File: config.mk
export PLATFORM = sky130hd
export DESIGN_NAME = pll_vco_ctl
export DESIGN_NICKNAME = d
export VERILOG_FILES = /design/src/rtl/vco_pkg.sv /design/src/rtl/vco_rst_sync.sv /design/src/rtl/vco_field_regs.sv /design/src/rtl/vco_rule_chk.sv /design/src/rtl/vco_stat_reg.sv /design/src/rtl/pll_vco_ctl.sv
export SDC_FILE = /design/constraint.sdc
export NUM_CORES = 1
export LEC_CHECK = 0
export ABC_AREA = 0
export ABC_CLOCK_PERIOD_IN_PS = 3800
export CAP_MARGIN = 20
export CORE_MARGIN = 5
export CORE_UTILIZATION = 43
export DETAILED_ROUTE_END_ITERATION = 10
export HOLD_SLACK_MARGIN = 0.03
export PLACE_DENSITY = 0.85
export SLEW_MARGIN = 10
export SYNTH_ARGS = -nofsm -noshare
export SYNTH_HDL_FRONTEND = slang
export SYNTH_SLANG_ARGS = --single-unit
File: constraint.sdc
create_clock -name clk -period 3.8 [get_ports clk]
set_input_delay 0.76 -clock clk [delete_from_list [all_inputs] [get_ports clk]]
set_output_delay 0.76 -clock clk [all_outputs]
set_load 0.01 [all_outputs]
File: src/rtl/vco_pkg.sv
package vco_pkg;

  localparam int WORD_W = 32;
  localparam int NOUT   = 6;
  localparam int SRC_W  = 2;
  localparam int DEN_W  = 6;
  localparam int NUM_W  = 13;
  localparam int NVIO   = 3;

  typedef struct packed {
    logic             regsel;
    logic [NOUT-1:0]  out_rst;
    logic             rst_all;
    logic [SRC_W-1:0] src;
    logic [DEN_W-1:0] den;
    logic [NUM_W-1:0] num;
    logic             apwr;
    logic             en;
    logic             bgpwr;
  } vco_ctl_t;

  typedef enum int unsigned {
    VIO_REG_PAIR = 0,
    VIO_RATIO    = 1,
    VIO_SRC      = 2
  } vio_idx_e;

  localparam vco_ctl_t CTL_RST = '{
    regsel:  1'b1,
    out_rst: '0,
    rst_all: 1'b0,
    src:     '0,
    den:     DEN_W'(1),
    num:     NUM_W'(1),
    apwr:    1'b1,
    en:      1'b0,
    bgpwr:   1'b1
  };

endpackage

File: src/rtl/vco_rst_sync.sv
module vco_rst_sync #(
  parameter int STAGES = 2
) (
  input  logic clk,
  input  logic arst_n,
  output logic rst_n
);

  logic [STAGES-1:0] sh_q;
  logic [STAGES-1:0] sh_d;

  always_comb begin
    sh_d = {sh_q[STAGES-2:0], 1'b1};
  end

  always_ff @(posedge clk or negedge arst_n) begin
    if (!arst_n) begin
      sh_q <= '0;
    end else begin
      sh_q <= sh_d;
    end
  end

  assign rst_n = sh_q[STAGES-1];

endmodule

File: src/rtl/vco_field_regs.sv
module vco_field_regs
  import vco_pkg::*;
(
  input  logic     clk,
  input  logic     cold_rst_n,
  input  logic     sys_rst_n,
  input  logic     wr_en,
  input  vco_ctl_t wr_val,
  output vco_ctl_t ctl_q
);

  // Fields kept through warm reset
  logic            regsel_q, regsel_d;
  logic [NOUT-1:0] out_rst_q, out_rst_d;

  // Fields cleared by either reset
  logic             rst_all_q, rst_all_d;
  logic [SRC_W-1:0] src_q, src_d;
  logic [DEN_W-1:0] den_q, den_d;
  logic [NUM_W-1:0] num_q, num_d;
  logic             apwr_q, apwr_d;
  logic             en_q, en_d;
  logic             bgpwr_q, bgpwr_d;

  always_comb begin
    regsel_d  = regsel_q;
    out_rst_d = out_rst_q;
    rst_all_d = rst_all_q;
    src_d     = src_q;
    den_d     = den_q;
    num_d     = num_q;
    apwr_d    = apwr_q;
    en_d      = en_q;
    bgpwr_d   = bgpwr_q;
    if (wr_en) begin
      regsel_d  = wr_val.regsel;
      out_rst_d = wr_val.out_rst;
      rst_all_d = wr_val.rst_all;
      src_d     = wr_val.src;
      den_d     = wr_val.den;
      num_d     = wr_val.num;
      apwr_d    = wr_val.apwr;
      en_d      = wr_val.en;
      bgpwr_d   = wr_val.bgpwr;
    end
  end

  always_ff @(posedge clk or negedge cold_rst_n) begin
    if (!cold_rst_n) begin
      regsel_q  <= CTL_RST.regsel;
      out_rst_q <= CTL_RST.out_rst;
    end else if (wr_en) begin
      regsel_q  <= regsel_d;
      out_rst_q <= out_rst_d;
    end
  end

  always_ff @(posedge clk or negedge sys_rst_n) begin
    if (!sys_rst_n) begin
      rst_all_q <= CTL_RST.rst_all;
      src_q     <= CTL_RST.src;
      den_q     <= CTL_RST.den;
      num_q     <= CTL_RST.num;
      apwr_q    <= CTL_RST.apwr;
      en_q      <= CTL_RST.en;
      bgpwr_q   <= CTL_RST.bgpwr;
    end else if (wr_en) begin
      rst_all_q <= rst_all_d;
      src_q     <= src_d;
      den_q     <= den_d;
      num_q     <= num_d;
      apwr_q    <= apwr_d;
      en_q      <= en_d;
      bgpwr_q   <= bgpwr_d;
    end
  end

  always_comb begin
    ctl_q.regsel  = regsel_q;
    ctl_q.out_rst = out_rst_q;
    ctl_q.rst_all = rst_all_q;
    ctl_q.src     = src_q;
    ctl_q.den     = den_q;
    ctl_q.num     = num_q;
    ctl_q.apwr    = apwr_q;
    ctl_q.en      = en_q;
    ctl_q.bgpwr   = bgpwr_q;
  end

endmodule

File: src/rtl/vco_rule_chk.sv
module vco_rule_chk
  import vco_pkg::*;
(
  input  logic            wr_en,
  input  vco_ctl_t        wr_val,
  input  vco_ctl_t        cur,
  input  logic            bypassed,
  output logic [NVIO-1:0] hit
);

  logic num_moves;
  logic den_moves;
  logic src_moves;

  always_comb begin
    num_moves = (wr_val.num != cur.num);
    den_moves = (wr_val.den != cur.den);
    src_moves = (wr_val.src != cur.src);
    hit = '0;
    if (wr_en) begin
      hit[VIO_REG_PAIR] = (wr_val.en == wr_val.regsel);
      hit[VIO_RATIO]    = num_moves && den_moves;
      hit[VIO_SRC]      = src_moves && !bypassed;
    end
  end

endmodule

File: src/rtl/vco_stat_reg.sv
module vco_stat_reg #(
  parameter int N = 3
) (
  input  logic         clk,
  input  logic         rst_n,
  input  logic [N-1:0] set_i,
  input  logic         clr_en,
  input  logic [N-1:0] clr_mask,
  output logic [N-1:0] flag_q
);

  for (genvar i = 0; i < N; i++) begin : g_flag
    logic bit_q;
    logic bit_d;
    logic bit_ce;

    always_comb begin
      bit_ce = set_i[i] || (clr_en && clr_mask[i]);
      bit_d  = set_i[i];
    end

    always_ff @(posedge clk or negedge rst_n) begin
      if (!rst_n) begin
        bit_q <= 1'b0;
      end else if (bit_ce) begin
        bit_q <= bit_d;
      end
    end

    assign flag_q[i] = bit_q;
  end

endmodule

File: src/rtl/pll_vco_ctl.sv
module pll_vco_ctl
  import vco_pkg::*;
#(
  parameter int          ADDR_W    = 4,
  parameter int unsigned CTL_ADDR  = 0,
  parameter int unsigned STAT_ADDR = 1,
  parameter int          SYNC_LEN  = 2
) (
  input  logic              clk,
  input  logic              cold_rst_n,
  input  logic              warm_rst_n,
  input  logic              pll_bypassed,
  input  logic [ADDR_W-1:0] bus_addr,
  input  logic              bus_we,
  input  logic [WORD_W-1:0] bus_wdata,
  output logic [WORD_W-1:0] bus_rdata,
  output logic [WORD_W-1:0] ctl_word
);

  localparam logic [ADDR_W-1:0] A_CTL  = ADDR_W'(CTL_ADDR);
  localparam logic [ADDR_W-1:0] A_STAT = ADDR_W'(STAT_ADDR);

  logic            cold_sync_n;
  logic            warm_sync_n;
  logic            sys_rst_n;
  logic            sel_ctl;
  logic            sel_stat;
  logic            wr_ctl;
  logic            wr_stat;
  vco_ctl_t        wr_val;
  vco_ctl_t        ctl_q;
  logic [NVIO-1:0] vio_hit;
  logic [NVIO-1:0] stat_q;

  vco_rst_sync #(.STAGES(SYNC_LEN)) u_cold_sync (
    .clk    (clk),
    .arst_n (cold_rst_n),
    .rst_n  (cold_sync_n)
  );

  vco_rst_sync #(.STAGES(SYNC_LEN)) u_warm_sync (
    .clk    (clk),
    .arst_n (warm_rst_n),
    .rst_n  (warm_sync_n)
  );

  assign sys_rst_n = cold_sync_n & warm_sync_n;

  always_comb begin
    sel_ctl  = (bus_addr == A_CTL);
    sel_stat = (bus_addr == A_STAT);
    wr_ctl   = bus_we && sel_ctl;
    wr_stat  = bus_we && sel_stat;
    wr_val   = vco_ctl_t'(bus_wdata);
  end

  vco_field_regs u_fields (
    .clk        (clk),
    .cold_rst_n (cold_sync_n),
    .sys_rst_n  (sys_rst_n),
    .wr_en      (wr_ctl),
    .wr_val     (wr_val),
    .ctl_q      (ctl_q)
  );

  vco_rule_chk u_rules (
    .wr_en    (wr_ctl),
    .wr_val   (wr_val),
    .cur      (ctl_q),
    .bypassed (pll_bypassed),
    .hit      (vio_hit)
  );

  vco_stat_reg #(.N(NVIO)) u_stat (
    .clk      (clk),
    .rst_n    (sys_rst_n),
    .set_i    (vio_hit),
    .clr_en   (wr_stat),
    .clr_mask (bus_wdata[NVIO-1:0]),
    .flag_q   (stat_q)
  );

  assign ctl_word = ctl_q;

  always_comb begin
    bus_rdata = '0;
    if (sel_ctl) begin
      bus_rdata = ctl_q;
    end else if (sel_stat) begin
      bus_rdata = {{(WORD_W-NVIO){1'b0}}, stat_q};
    end
  end

endmodule

==> reports/summary.txt <==
first-pass GRT wire length: 8290 µm
cell taking the most area after synthesis: dfrtp_1
pin count of the biggest net entering global routing: 35
# diodes: 0
area of the core: 0.00472 mm²
Root Driver: clkbuf_8
max-cap violations: 0
worst hold margin: 134 ps
CP max FO: 31
Synth Warn #: 0
fmax: 291 MHz
Worst Path Required: 3040 ps
Max VDD drop: 0.000280 V
count of pins over their slew limit: 0
Resize count post-CTS: 0
DRC: 0
Yosys cell types: 25
Port Buf Inserts: 104
Vias: 1512
site row count: 25
CTS tree: yes
Num CTS Buffers: 5
vias in the first global route: 1686
Fin. Hold Viols: 0
clk_skew: 8.29 ps
P_leak: 1.46 nW
Final setup viols: 0
Primary FF master, synth: dfrtp_1
Via-to-Cell Ratio: 4.58
area delta synth->final: 55.6%
Async SR Flop Fraction: 1.00
GP Congestion: 0.703
cells on worst reg2reg path: 4
post-cts hold buffer count: 0
sequential cell area fraction in the yosys report: 0.469
total negative slack: 0 ps
Die W: 79.8 µm
Synth top cells by count: dfrtp_1 (34), and2_1 (30), mux2_4 (29)
Initial Utilization: 0.444
worst rel slew slack: 0.581
synthesis-stage register bit count: 39
Min-Delay Path Class: flip-flop to async pin
IO Pins: 105
routed length on met2: 2680 µm
Worst setup SP type: primary input
Die Ht: 79.8 µm
WL met1: 2090 µm
layout cell share with drive strength beyond 1: 0.186
Syn Area/Cell: 13.0 µm²
top cell type's share of synthesized area: 0.406
most frequent cell after synthesis: dfrtp_1
die area: 0.00637 mm²
critical path class: primary input to primary output
CTS Buffer Depth: 2
H-tree lvl count: 2
Iter 0 DRT Violations: 45
top sig layer: met4
initial antenna violation count: 0
RSZ-0062 raised after global routing: no
final wirelength: 5100 µm
pwr dens: 442 mW/mm²
Clock Latency Late Sink: 290 ps
post-route antenna net violation count: 0
Detailed Place HPWL: 3950 µm
Cells after Synth: 161
number of synthesized flops with an enable pin: 0
CTS Sinks: 39
GRT Resource Usage Total: 0.168
Area contributors post-synth: dfrtp_1 (41%), mux2_4 (21%), and2_1 (9.0%)
Fill cells: 369
Cell Area, Synth: 0.00210 mm²
status: finished clean
multi-input logic area: 0.00103 mm²
Crit. End Element: primary output
drt pass-1 iters: 2
NumNets Final: 303
Sequential Area: 982 µm²
DR WL/cell: 15.5 µm
remaining global-route overflow: 0
Tmin final: 3440 ps
period utilization: 0.906
Worst Tran Pin Value: 629 ps
clock slew at reported path FFs: 80 ps
Post-CTS Setup Bufs: 0
CP arrival: 2680 ps
Routed met3 length: 271 µm
==> worst paths after layout <==
kind	from	endpoint	slack (ps)
min in group clk	u_cold_sync.sh_q[0]$_DFF_PN0_	u_cold_sync.sh_q[1]$_DFF_PN0_	360
max in group asynchronous	u_cold_sync.sh_q[1]$_DFF_PN0_	u_fields.num_q[0]$_DFFE_PN1P_	2830
max reg2reg	u_fields.den_q[0]$_DFFE_PN1P_	u_stat.g_flag[1].bit_q$_DFFE_PN0P_	2270
max	bus_addr[1]	bus_rdata[19]	360
min	u_cold_sync.sh_q[1]$_DFF_PN0_	u_fields.out_rst_q[5]$_DFFE_PN0P_	130
min reg2reg	u_cold_sync.sh_q[1]$_DFF_PN0_	u_fields.out_rst_q[5]$_DFFE_PN0P_	130
==> worst max-delay path, cell delays in order <==
cell and delay (ps):
clkdlybuf4s50_1 390, or3_4 440, nor2_8 330, and2_1 210
clkdlybuf4s50_1 550
==> layout make-up <==
type | instances | share of cell area
clock buffers | 6 | 0.0253
clock inverters | 2 | 0.0107
multi-input cells | 111 | 0.316
flip-flops and latches | 39 | 0.301
well taps | 67 | 0.0257
repair buffers | 105 | 0.321
==> cells by family (layout without fill, tap and decap cells) <==
group           count (synthesis)  after routing  share of synthesized area
buf+inv                        12            113                     0.0418
flops                          39             39                      0.469
other cells                     1              2                    0.00179
compound gates                  5              5                     0.0167
mux                            35             35                      0.238
simple gates                   47             47                      0.141
xor+xnor                       22             22                     0.0919
==> stage by stage <==
stage / util / cells / worst slack (ps) / total power, W / area (µm²)
after floorplan: - / 162 / 1340 / 0.000847 / 2100
after global placement: 0.666 / 322 / 357 / 0.00109 / 3140
after detailed placement: 0.666 / 322 / 333 / 0.00110 / 3140
after CTS: 0.691 / 330 / 334 / 0.00146 / 3260
after global routing: 0.691 / 330 / 270 / 0.00152 / 3260
final: 0.691 / 330 / 358 / 0.00144 / 3260
==> sequential cells by signal (all words and copies together), names as in the netlist, 2 cells and up <==
register             count
u_fields.num_q          13
u_fields.den_q           6
u_fields.out_rst_q       6
u_stat.g_flag.bit_q      3
u_cold_sync.sh_q         2
u_fields.src_q           2
u_warm_sync.sh_q         2
==> report_power, final <==
group | internal, W | switching, W | total, W
sequential | 0.000514 | 0.0000898 | 0.000604
clock | 0.000212 | 0.000141 | 0.000354
combinational | 0.000330 | 0.000155 | 0.000484
total | 0.00106 | 0.000386 | 0.00144
==> metal layers <==
| metal | GRT usage | up-vias |
|---|---|---|
| li1 | - | 731 |
| met5 | 0 | - |
| met4 | 0.0659 | 0 |
| met2 | 0.295 | 45 |
| met1 | 0.199 | 730 |
| met3 | 0.0350 | 6 |
==> cell usage in the layout (no fill, tap or decap), drive strengths merged <==
cell type      netlist  layout
nor2                 5       5
xnor2               10      10
and2                30      30
or3                  1       1
nor4                 3       3
dfrtp               34      34
a22o                 1       1
conb                 1       2
clkdlybuf4s50        0     104
clkinv               0       1
mux2i                3       3
a32o                 1       1
a21oi                1       1
clkbuf               3       6
o21ai                1       1
buf                  9       1
nand2                6       6
a31oi                1       1
nand4                2       2
dfstp                5       5
xor2                12      12
mux2                32      32
bufinv               0       1
Power figures use the tool's default switching activity.
